File: config.mk
export PLATFORM = sky130hd
export DESIGN_NAME = sser_shifter
export DESIGN_NICKNAME = d
export VERILOG_FILES = /design/src/rtl/sser_pkg.sv /design/src/rtl/sser_sync.sv /design/src/rtl/sser_clkgen.sv /design/src/rtl/sser_shifter.sv
export SDC_FILE = /design/constraint.sdc
export NUM_CORES = 1
export LEC_CHECK = 0
export BUFFER_PORTS_ARGS = -buffer_cell sky130_fd_sc_hd__buf_4
export CAP_MARGIN = 20
export CELL_PAD_IN_SITES_DETAIL_PLACEMENT = 1
export CELL_PAD_IN_SITES_GLOBAL_PLACEMENT = 2
export CORE_AREA = 2 2 100 73
export CTS_CLUSTER_DIAMETER = 30
export CTS_CLUSTER_SIZE = 28
export DETAILED_ROUTE_END_ITERATION = 6
export DIE_AREA = 0 0 102 75
export PLACE_DENSITY = 0.84
export SKIP_LAST_GASP = 1
export SLEW_MARGIN = 20
export SYNTH_ARGS = -nofsm -noshare
export SYNTH_HDL_FRONTEND = slang
export SYNTH_SLANG_ARGS = --single-unit
File: constraint.sdc
create_clock -name clk -period 2.65 [get_ports clk]
set_clock_uncertainty 0.15 [all_clocks]
set_input_delay 0.6625 -clock clk [delete_from_list [all_inputs] [get_ports clk]]
set_output_delay 0.6625 -clock clk [all_outputs]
set_load 0.01 [all_outputs]
File: src/rtl/sser_pkg.sv
package sser_pkg;
    localparam int BYTE_W   = 8;
    localparam int HALF_W   = 10;
    localparam int RATE_W   = 3;
    localparam logic [1:0] MODE_FREE = 2'b10;

    function automatic logic [HALF_W-1:0] half_period(input logic [RATE_W-1:0] r);
        case (r)
            3'd0:    half_period = 10'd1;
            3'd1:    half_period = 10'd2;
            3'd2:    half_period = 10'd4;
            3'd3:    half_period = 10'd8;
            3'd4:    half_period = 10'd16;
            3'd5:    half_period = 10'd32;
            3'd6:    half_period = 10'd128;
            default: half_period = 10'd512;
        endcase
    endfunction
endpackage

File: src/rtl/sser_sync.sv
module sser_sync #(
    parameter int           W   = 1,
    parameter logic [W-1:0] RST = '1
) (
    input  logic         clk,
    input  logic         rst_n,
    input  logic [W-1:0] din,
    output logic [W-1:0] dout
);
    logic [W-1:0] s1_q, s1_d, s2_q, s2_d;

    always_comb begin
        s1_d = din;
        s2_d = s1_q;
    end

    always_ff @(posedge clk or negedge rst_n) begin
        if (!rst_n) begin
            s1_q <= RST;
            s2_q <= RST;
        end else begin
            s1_q <= s1_d;
            s2_q <= s2_d;
        end
    end

    assign dout = s2_q;
endmodule

File: src/rtl/sser_clkgen.sv
module sser_clkgen
    import sser_pkg::*;
(
    input  logic              clk,
    input  logic              rst_n,
    input  logic              hold,
    input  logic [RATE_W-1:0] rate,
    output logic              sclk,
    output logic              rise_ev,
    output logic              fall_ev
);
    typedef struct packed {
        logic [HALF_W-1:0] cnt;
        logic              sclk;
    } gen_t;

    gen_t g_d, g_q;
    logic [HALF_W-1:0] half;
    logic              wrap;

    always_comb begin
        half = half_period(rate);
        wrap = !hold && (g_q.cnt >= half - 1'b1);
        g_d  = g_q;
        if (hold) begin
            g_d.cnt  = '0;
            g_d.sclk = 1'b1;
        end else if (wrap) begin
            g_d.cnt  = '0;
            g_d.sclk = ~g_q.sclk;
        end else begin
            g_d.cnt  = g_q.cnt + 1'b1;
        end
    end

    always_ff @(posedge clk or negedge rst_n) begin
        if (!rst_n) begin
            g_q.cnt  <= '0;
            g_q.sclk <= 1'b1;
        end else begin
            g_q <= g_d;
        end
    end

    assign sclk    = g_q.sclk;
    assign rise_ev = wrap && !g_q.sclk;
    assign fall_ev = wrap &&  g_q.sclk;

    AST_HOLD_IDLE_HIGH: assert property (@(posedge clk) disable iff (!rst_n)
        hold |=> sclk);
    AST_EDGE_TOGGLES: assert property (@(posedge clk) disable iff (!rst_n)
        fall_ev |=> !sclk);
endmodule

File: src/rtl/sser_shifter.sv
module sser_shifter
    import sser_pkg::*;
(
    input  logic              clk,
    input  logic              rst_n,
    input  logic              cfg_ext_clk,
    input  logic [RATE_W-1:0] cfg_rate,
    input  logic [1:0]        cfg_clk_mode,
    input  logic              cfg_wide,
    input  logic              wr_lo,
    input  logic              wr_hi,
    input  logic [BYTE_W-1:0] wdata,
    input  logic              start,
    input  logic              ovr_clr,
    output logic [BYTE_W-1:0] data_lo,
    output logic [BYTE_W-1:0] data_hi,
    output logic              busy,
    output logic              done,
    output logic              overrun,
    output logic              sck_o,
    output logic              sck_oe,
    input  logic              sck_i,
    output logic              sdo,
    input  logic              sdi
);
    localparam int BCNT_W = $clog2(2 * BYTE_W);
    localparam logic [BCNT_W-1:0] LAST_NARROW = BCNT_W'(BYTE_W - 1);
    localparam logic [BCNT_W-1:0] LAST_WIDE   = BCNT_W'(2 * BYTE_W - 1);

    typedef struct packed {
        logic              busy;
        logic              done;
        logic              ovr;
        logic              seen_fall;
        logic              sck_prev;
        logic              sdo;
        logic [BCNT_W-1:0] bitcnt;
        logic [BYTE_W-1:0] lo;
        logic [BYTE_W-1:0] hi;
    } st_t;

    st_t st_d, st_q;

    logic [1:0] ext_sync;
    logic       gen_hold, gen_sclk, gen_rise, gen_fall;
    logic       ext_rise, ext_fall, ev_rise, ev_fall, din;
    logic [BCNT_W-1:0] last_bit;

    sser_sync #(.W(2), .RST(2'b11)) u_sync (
        .clk   (clk),
        .rst_n (rst_n),
        .din   ({sck_i, sdi}),
        .dout  (ext_sync)
    );

    assign gen_hold = cfg_ext_clk || (!st_q.busy && cfg_clk_mode != MODE_FREE);

    sser_clkgen u_clkgen (
        .clk     (clk),
        .rst_n   (rst_n),
        .hold    (gen_hold),
        .rate    (cfg_rate),
        .sclk    (gen_sclk),
        .rise_ev (gen_rise),
        .fall_ev (gen_fall)
    );

    always_comb begin
        ext_rise = ext_sync[1] && !st_q.sck_prev;
        ext_fall = !ext_sync[1] && st_q.sck_prev;
        ev_rise  = cfg_ext_clk ? ext_rise : gen_rise;
        ev_fall  = cfg_ext_clk ? ext_fall : gen_fall;
        din      = cfg_ext_clk ? ext_sync[0] : sdi;
        last_bit = cfg_wide ? LAST_WIDE : LAST_NARROW;

        st_d          = st_q;
        st_d.sck_prev = ext_sync[1];

        if (!st_q.busy) begin
            if (wr_lo) st_d.lo = wdata;
            if (wr_hi) st_d.hi = wdata;
        end

        if (ovr_clr) st_d.ovr = 1'b0;

        if (start && !st_q.busy) begin
            st_d.busy      = 1'b1;
            st_d.done      = 1'b0;
            st_d.seen_fall = 1'b0;
            st_d.bitcnt    = '0;
        end else if (st_q.busy) begin
            if (ev_fall) begin
                st_d.sdo       = st_q.lo[0];
                st_d.seen_fall = 1'b1;
            end
            if (ev_rise && st_q.seen_fall) begin
                if (cfg_wide) begin
                    st_d.hi = {din, st_q.hi[BYTE_W-1:1]};
                    st_d.lo = {st_q.hi[0], st_q.lo[BYTE_W-1:1]};
                end else begin
                    st_d.lo = {din, st_q.lo[BYTE_W-1:1]};
                end
                st_d.bitcnt = st_q.bitcnt + 1'b1;
                if (st_q.bitcnt == last_bit) begin
                    st_d.busy = 1'b0;
                    st_d.done = 1'b1;
                end
            end
        end

        if (cfg_ext_clk && !st_q.busy && st_q.done && ext_fall)
            st_d.ovr = 1'b1;
    end

    always_ff @(posedge clk or negedge rst_n) begin
        if (!rst_n) begin
            st_q.busy      <= 1'b0;
            st_q.done      <= 1'b0;
            st_q.ovr       <= 1'b0;
            st_q.seen_fall <= 1'b0;
            st_q.sck_prev  <= 1'b1;
            st_q.sdo       <= 1'b1;
            st_q.bitcnt    <= '0;
            st_q.lo        <= '0;
            st_q.hi        <= '0;
        end else begin
            st_q <= st_d;
        end
    end

    assign data_lo = st_q.lo;
    assign data_hi = st_q.hi;
    assign busy    = st_q.busy;
    assign done    = st_q.done;
    assign overrun = st_q.ovr;
    assign sdo     = st_q.sdo;
    assign sck_o   = gen_sclk;
    assign sck_oe  = !cfg_ext_clk;

    AST_BUSY_DONE_EXCL: assert property (@(posedge clk) disable iff (!rst_n)
        !(busy && done));
    AST_START_TAKES: assert property (@(posedge clk) disable iff (!rst_n)
        (start && !busy) |=> (busy && !done));
    AST_SDO_HOLDS_ON_RISE: assert property (@(posedge clk) disable iff (!rst_n)
        ev_rise |=> $stable(sdo));
    AST_OVR_EXT_ONLY: assert property (@(posedge clk) disable iff (!rst_n)
        $rose(overrun) |-> $past(cfg_ext_clk));
    AST_OVR_STICKY: assert property (@(posedge clk) disable iff (!rst_n)
        (overrun && !ovr_clr) |=> overrun);
    AST_START_IGNORED_BUSY: assert property (@(posedge clk) disable iff (!rst_n)
        (busy && start && !ev_rise) |=> busy);
endmodule

======== Word level (Yosys, flattened, before mapping) ========
Index checks and enable logic that the tools add are counted.
storage, ports and cells
  register bits after elaboration ......... 41
  bits in latches ......................... 0
  memory bits (writable) .................. 0
  memory bits (read-only) ................. 0
  bits of input ports ..................... 23
  output and inout bits ................... 22
  logic and storage cells ................. 82
  memories ................................ 0
cells by class
  add/sub/neg operators ................... 3
  $mul .................................... 0
  divide/modulo/power cells ............... 0
  $lt $le $gt $ge ......................... 1
  equal/unequal tests ..................... 8
  shift operators ......................... 0
  multiplexer cells ....................... 26
  bitwise operators ....................... 2
  reduce and logical (&&, ||, !) cells .... 29
operators with widths
  cell                                                 count
  case mux 10 bit (7 select lines)                     1
  two-way mux 20 bit                                   2
  two-way mux 16 bit                                   2
  two-way mux 8 bit                                    4
  nonzero test 2 bit                                   6
  logical AND 1 bit                                    11
  two-way mux 11 bit                                   1
  adder 10 x 1 -> 10 bit, second input constant        1
  greater-or-equal comparator 10 bit                   1
  two-way mux 10 bit                                   1
  subtractor 10 x 1 -> 10 bit, second input constant   1
  equality test 3 bit, second input constant           3
  two-way mux 1 bit                                    9
  two-way mux 2 bit                                    4
  two-way mux 4 bit                                    2
  equality test 3 x 2 -> 1 bit, second input constant  2
  zero test 1 bit                                      6
  AND reduction 3 bit                                  2
  adder 4 x 1 -> 4 bit, second input constant          1
  equality test 4 bit                                  1
  AND reduction 2 bit                                  2
  equality test 3 x 1 -> 1 bit, second input constant  1
  zero test 3 bit                                      1
  != test 2 bit, second input constant                 1
  other kinds (2)                                      3

======== Depth between registers and ports, before layout ========
Gate-level depths: netlist of run 1.
  depth in word-level cells ............... 11
  gate-level depth with buffers ........... 10
  depth with buffers taken out ............ 8

======== Cells and area by module ========
From an unflattened synthesis of run 1, not the netlist that was laid out.
unflattened totals
  cells, all modules ...................... 219
  area total of the unflattened synthesis .. 2,483.6 um^2
by module, submodules not included
  module        times used  cells each  area each (um^2)  sequential area each (um^2)
  sser_shifter  1           124         1,565.3           653.1
  sser_clkgen   1           91          813.3             276.5
  sser_sync     1           4           105.1             105.1

======== Worst setup path after synthesis of run 1 ========
Ideal clock, no wire load.
  path type ............................... input-to-reg
  start point ............................. input port cfg_rate[2]
  end point ............................... register st_q, in the netlist data_hi[0]
  setup time .............................. 0.125 ns
  arrival time ............................ 2.604 ns
  data required time ...................... 2.375 ns
  path slack .............................. -0.229 ns
  stages on the path ...................... 10
  path buffers ............................ 2
  cell sequence ........................... clkbuf_1 or3_1 ha_1 nand2b_1 a21oi_1 o21ai_1 a31oi_2 nor2b_1 buf_4 mux2_4
RTL lines
  element               line                 text
  start, declared       sser_shifter.sv:7    input logic [RATE_W-1:0] cfg_rate,
  end signal, assigned  sser_shifter.sv:127  st_q <= st_d;
  end, declared         sser_shifter.sv:42   st_t st_d, st_q;

======== Worst setup path in the final report of run 1 ========
  start point ............................. input port cfg_rate[1]
  end point ............................... register st_q[18] in the netlist's numbering
between the ends
  cells in the longest elaborated chain, start to end .. 10
  elaborated cells between the ends (all ways) .. 16
  those cells by class .................... add/sub: 1; order compare: 1; eq/ne: 6; mux: 2; reduce/logical: 6
RTL lines
  element                                            line                text
  equality test 3 bit, or another cell as far along  sser_pkg.sv:8       case (r)
  case mux 10 bit (7 select lines) (*)               sser_pkg.sv:8
  subtractor 10 x 1 -> 10 bit (*)                    sser_clkgen.sv:23   wrap = !hold && (g_q.cnt >= half - 1'b1);
  greater-or-equal comparator 10 bit (*)             sser_clkgen.sv:23
  logical AND 1 bit (*)                              sser_clkgen.sv:23
  logical AND 1 bit (*)                              sser_clkgen.sv:46   assign rise_ev = wrap && !g_q.sclk;
  two-way mux 1 bit (*)                              sser_shifter.sv:71  ev_rise = cfg_ext_clk ? ext_rise : gen_rise;
  logical AND 1 bit (*)                              sser_shifter.sv:96  if (ev_rise && st_q.seen_fall) begin
  nonzero test 2 bit (no line) (*)                   n/a
  AND reduction 2 bit (no line) (*)                  n/a
Mark *: on every way between the ends. The rest lies on a longest branch, timed or not.
A chain may end at the register's enable or synchronous reset.

==> results of run 1 <==
-- what timing repair did --
| item | CTS | global route |
|---|---|---|
| buffers inserted | 0 | 4 |
| pin swaps | 1 | 1 |
| gates resized for setup | 3 | 4 |
| endpoints found under the setup margin | 6 | 23 |
| hold endpoints to repair | 0 | 0 |
-- synth_stat cells, types with 3 or more instances --
| cell type | count |
|---|---|
| a21oi_1 | 16 |
| buf_4 | 17 |
| dfrtp_1 | 34 |
| dfstp_2 | 7 |
| ha_1 | 12 |
| inv_1 | 7 |
| mux2_2 | 8 |
| mux2_4 | 7 |
| mux2i_1 | 11 |
| nand2_1 | 15 |
| nand2b_1 | 4 |
| nand3_1 | 9 |
| nor2_1 | 22 |
| o21a_1 | 3 |
| o21ai_0 | 3 |
| xnor2_1 | 4 |
| xor2_1 | 7 |
-- flip-flops by register name, indices dropped and copies added (netlist names), 2 cells and up --
signal        cells
u_clkgen.g_q     10
data_hi           8
data_lo           8
st_q              6
u_sync.dout       2
u_sync.s1_q       2
-- metrics by stage --
step	total power [mW]	hold slack, ns
2_1_floorplan	1.40	0.195
3_3_place_gp	1.56	0.196
3_5_place_dp	1.59	0.199
4_1_cts	2.00	0.203
5_1_grt	2.11	0.213
6_report	1.98	0.188
-- worst max-delay path by stage --
stage	endpoint
finish	st_q[18]
global route	data_lo[6]
CTS	st_q[18]
detailed placement	sdo
global placement	sdo
floorplan	data_hi[0]
-- cells by family after synthesis --
kind of cell / count (synthesis)
AND/OR/NAND/NOR: 62
flip-flops: 41
XOR/XNOR: 11
buffers and inverters: 28
adder cells (fa/ha/maj): 12
AO/OA/AOI/OAI: 32
multiplexers: 26
other: 1
-- power by group through the flow --
| stage | combinational, mW | sequential, mW | clock (mW) |
|---|---|---|---|
| 6_report | 0.650 | 0.937 | 0.396 |
| 5_1_grt | 0.712 | 0.960 | 0.435 |
| 3_5_place_dp | 0.642 | 0.946 | 0 |
| 4_1_cts | 0.654 | 0.937 | 0.410 |
| 3_3_place_gp | 0.621 | 0.936 | 0 |
| 2_1_floorplan | 0.502 | 0.899 | 0 |
-- critical path, delay by kind of cell --
family,cells,cell delay [ns]
buffers and inverters,2,0.29
AO/OA/AOI/OAI,4,0.72
adder cells (fa/ha/maj),1,0.27
AND/OR/NAND/NOR,3,0.63
-- layout make-up --
type / count / area, um2
repair buffers: 60 / 467
well taps: 94 / 118
fillers: 763 / 3810
inverters: 7 / 26.3
clock buffers: 8 / 80.1
flip-flops and latches: 41 / 1030
multi-input cells: 144 / 1090
-- layer usage --
| layer | up-vias | track usage, % | wire (um) |
|---|---|---|---|
| met5 | - | 0 | 0 |
| met4 | 0 | 5.33 | 93 |
| met3 | 11 | 3.71 | 198 |
| met2 | 30 | 24.6 | 2660 |
| met1 | 812 | 20.1 | 2550 |
| li1 | 807 | - | - |
==> flow_summary.json, run 1 <==
{
  "status": "finished, final reports clean",
  "dr.first_iter.drc_count": 41,
  "arrival_ns": 2.58,
  "cpPeakStageDelay_ns": 0.37,
  "ys.flop_type": "dfrtp_1",
  "fp.dieH_um": 75,
  "synth_area_leaders": "dfrtp_1, dfstp_2, ha_1",
  "ir_drop_v": 0.000228,
  "cts_tree": "yes",
  "synth_cell_types": 38,
  "maxSlewViolCount": 0,
  "first_pass_iters": 4,
  "rows": 25,
  "tightest_slew_ns": 0.520,
  "placed_cells_incl_taps": 342,
  "fmax_mhz": 392,
  "place_ws_ns": -0.421,
  "layout.nets": 294,
  "totalWireLength_um": 5500,
  "drc": 0,
  "antenna_found_initial": 0,
  "drive_above_1_share_pct": 36.5,
  "initial_core_util_pct": 34.4,
  "placed_cell_area_um2": 2690,
  "io_pins": 45,
  "critPathKind": "input pin to flop",
  "p_per_area_nw_per_um2": 704,
  "cts_buffers": 5,
  "p_comb_share_pct": 32.8,
  "grt_first_pass_wirelength_um": 8680,
  "r2r_cells": 9,
  "syn_to_final_growth_pct": 23.6,
  "clk_latency_ns": 0.29,
  "synth_top_area_share_pct": 37.3,
  "rrSetupSlack_ns": 0.30,
  "synth_compound_area_share_pct": 9.72,
  "clockPowerShare_pct": 20.0,
  "seqPwrFrac_pct": 47.3,
  "finalSetupTns_ns": 0,
  "p_sw_mw": 0.624,
  "vias": 1660,
  "hold_viol_final": 0,
  "synth_fa_ha_area_share_pct": 6.59,
  "cts-root-buf": "clkbuf_8",
  "synth_area_um2": 2280,
  "drtAntennaViolNets": 0,
  "crit_slowest_cell": "or3_1",
  "synth_nets": 248,
  "cts_max_level": 2,
  "cap_violations": 0,
  "timing.rr.end": "data_hi[1]",
  "fin_area_um2": 2820,
  "grt_max_degree": 42,
  "critPathLaunchType": "input pin",
  "dp_hpwl_um": 4080,
  "worstPathRequired_ns": 2.68,
  "synthXorXnorAreaFrac_pct": 4.23,
  "syn_area_per_cell_um2": 10.7,
  "synthMuxAreaShare_pct": 13.4,
  "min_period_ns": 2.55,
  "antenna-diode-count": 0,
  "routabilityCongestion": 0.768,
  "synthSimpleGateAreaFrac_pct": 13.0,
  "final_common_cell": "buf_4",
  "yosysTopAreaCell": "dfrtp_1",
  "stdcell_count": 354,
  "critPathLaunch": "cfg_rate[1]",
  "avgViaCountPerCell": 4.69,
  "path_cells": "buf_4, or3_1, ha_1, nand2b_1, a21oi_1, o21ai_2, a31oi_2, buf_6, and2_1, a211o_1",
  "cts.reportedPaths.clkPinSlew_ns": 0.07,
  "ys_ff_latch": 41,
  "netlist_instances": 213,
  "dieArea_um2": 7650,
  "ctsHoldBuffers": 0,
  "r2r_start": "u_clkgen.g_q[8]",
  "worst_slack_ns": 0.0981,
  "yosysWarnings": 0,
  "grt_pass1_vias": 1766,
  "grt-ovfl-total": 0,
  "netSwitchingFraction_pct": 31.5,
  "hp-class": "input pin to async pin",
  "maxSlewHeadroom_pct": 65.3,
  "fin_crit_sh_pct": 96.3,
  "rsz0062_at_grt": "true",
  "p_int_mw": 1.36,
  "utilization_pct": 42.5,
  "ctsLongestPathBuffers": 2,
  "synthArstFlopShare_pct": 100,
  "worstSetupEndpointType": "flop",
  "grt_usage_pct": 15.2,
  "p_leak_nw": 1.32,
  "numClockSinks": 41,
  "fp.dieW_um": 102,
  "final-setup-viol-count": 0,
  "crit_fanout": 12,
  "synth-seq-area-share_pct": 45.4,
  "io_buffers": 44,
  "post_drt_wl_per_cell_um": 15.5,
  "synth_edf_count": 0,
  "core-area_um2": 6630,
  "synth_top_family_by_area": "multiplexers",
  "layout_common_cells": "buf_4, dfrtp_1, nor2_1"
}
Note: power is estimated with default switching activity, not from simulation.
==> run 2, diff against run 1 <==
--- a/config.mk
+++ b/config.mk
@@ -15,8 +15,9 @@
 export DETAILED_ROUTE_END_ITERATION = 6
 export DIE_AREA = 0 0 102 75
 export PLACE_DENSITY = 0.84
+export RECOVER_POWER = 50
 export SKIP_LAST_GASP = 1
-export SLEW_MARGIN = 20
+export SLEW_MARGIN = 5
 export SYNTH_ARGS = -nofsm -noshare
 export SYNTH_HDL_FRONTEND = slang
 export SYNTH_SLANG_ARGS = --single-unit
==> run 2 against run 1 <==
Compared with the run above: clock power about the same; sequential share of layout area up 0.23 points; via count is 0.12% higher; largest power group unchanged; fmax about the same; final cell count stayed put; worst setup slack got worse by 0.00080 ns; critical path depth stayed put; sequential cell count stayed put.
==> flow_summary.json, run 2 (synthesis gave the netlist of run 1 again) <==
{
  "p_leak_nw": 1.31,
  "ctsHoldBuffers": 0,
  "clk_latency_ns": 0.29,
  "timing.rr.end": "data_hi[1]",
  "layout.nets": 294,
  "fp.dieH_um": 75,
  "placed_cell_area_um2": 2690,
  "initial_core_util_pct": 34.4,
  "rsz0062_at_grt": "true",
  "antenna-diode-count": 0,
  "r2r_start": "u_clkgen.g_q[8]",
  "io_buffers": 44,
  "finalSetupTns_ns": 0,
  "grt_pass1_vias": 1766,
  "holdCritStartpoint": "u_sync.s1_q[0]",
  "top_register": "u_clkgen.g_q",
  "hold_viol_final": 0,
  "ctsLongestPathBuffers": 2,
  "grt_first_pass_wirelength_um": 8680,
  "numClockSinks": 41,
  "cts-root-buf": "clkbuf_8",
  "cts.reportedPaths.clkPinSlew_ns": 0.07,
  "post_drt_wl_per_cell_um": 15.6,
  "antenna_found_initial": 0,
  "ir_drop_v": 0.000228,
  "dr.first_iter.drc_count": 37,
  "largest_register_ffs": 10,
  "layout_common_cells": "buf_4, dfrtp_1, nor2_1",
  "hp-class": "flop to flop",
  "p_total_mw": 1.97,
  "cts_tree": "yes",
  "rrSetupSlack_ns": 0.30,
  "first_pass_iters": 4,
  "dp_hpwl_um": 4080,
  "routabilityCongestion": 0.768,
  "maxSlewViolCount": 0,
  "place_ws_ns": -0.421,
  "drive_above_1_share_pct": 34.6,
  "maxSlewHeadroom_pct": 32.3,
  "grt-ovfl-total": 0,
  "arrival_ns": 2.58,
  "avgViaCountPerCell": 4.69,
  "drc": 0,
  "critPathKind": "input pin to flop",
  "drtAntennaViolNets": 0,
  "rows": 25,
  "worstPathRequired_ns": 2.68,
  "worstSetupEndpointType": "flop",
  "tightest_slew_ns": 1.02,
  "grt_usage_pct": 15.2,
  "r2r_cells": 9,
  "cap_violations": 0,
  "min_period_ns": 2.55,
  "cts_buffers": 5,
  "p_per_area_nw_per_um2": 704,
  "critPathLaunchType": "input pin",
  "worst_slack_ns": 0.0974,
  "grt_max_degree": 42,
  "hold_depth": 0,
  "holdPathEnd": "u_sync.dout[0]",
  "cts_max_level": 2,
  "crit_fanout": 12,
  "io_pins": 45,
  "final_common_cell": "buf_4",
  "status": "finished, final reports clean",
  "fp.dieW_um": 102,
  "totalWireLength_um": 5510,
  "final-setup-viol-count": 0,
  "fin_area_um2": 2800,
  "dieArea_um2": 7650,
  "fmax_mhz": 392,
  "fin_crit_sh_pct": 96.3,
  "syn_to_final_growth_pct": 22.8,
  "vias": 1662,
  "core-area_um2": 6630
}
==> run 2: changes by cell type in the layout (fill, tap and decap cells not counted), sizes merged <==
cell / change
buf: -6
clkbuf: +6
==> run 2: where the power goes <==
| group | internal [mW] | total, mW | switching (mW) |
|---|---|---|---|
| logic | 0.371 | 0.638 | 0.267 |
| clock network | 0.187 | 0.396 | 0.209 |
| registers | 0.788 | 0.936 | 0.148 |
==> run 2: layer usage <==
metal / share of wire, % / vias to the layer above / track usage, %
met4: 1.8 / 0 / 5.33
met5: 0 / - / 0
li1: - / 805 / -
met2: 48 / 30 / 24.6
met1: 46 / 816 / 20.1
met3: 3.7 / 11 / 3.71
==> run 2: per-stage QoR <==
step	std cells	hold slack, ns	util [%]
global route	354	0.213	42.2
finish	354	0.208	42.2
CTS	350	0.203	41.9
detailed placement	342	0.199	40.5
global placement	342	0.196	40.5
floorplan	213	0.195	-
==> run 2: worst max-delay path by stage <==
stage / slack, ns / endpoint / start
final: 0.1 / st_q[18] / cfg_rate[1]
after global routing: -0.01 / data_lo[6] / cfg_rate[1]
after CTS: 0.03 / st_q[18] / cfg_rate[1]
after detailed placement: -0.42 / sdo / cfg_rate[1]
after global placement: -0.39 / sdo / cfg_rate[1]
after floorplan: -0.08 / data_hi[0] / cfg_rate[2]
==> run 2: cell type report <==
cell class	instances	area (um2)
timing repair buffer	60	449
tap	94	118
clock buffer	8	80.1
fill	763	3830
inverter	7	26.3
multi-input combinational	144	1090
sequential	41	1030
==> run 2: critical path, cell delays in order <==
cell and delay, ns:
buf_4 0.12, or3_1 0.37, ha_1 0.27, nand2b_1 0.09, a21oi_1 0.07, o21ai_2 0.20
a31oi_2 0.15, buf_6 0.17, and2_1 0.17, a211o_1 0.30
==> run 2: repair_timing <==
action                                  CTS  global route
resized for setup                         3             4
endpoints found under the setup margin    6            23
pin swaps                                 1             1
setup buffers                             0             4
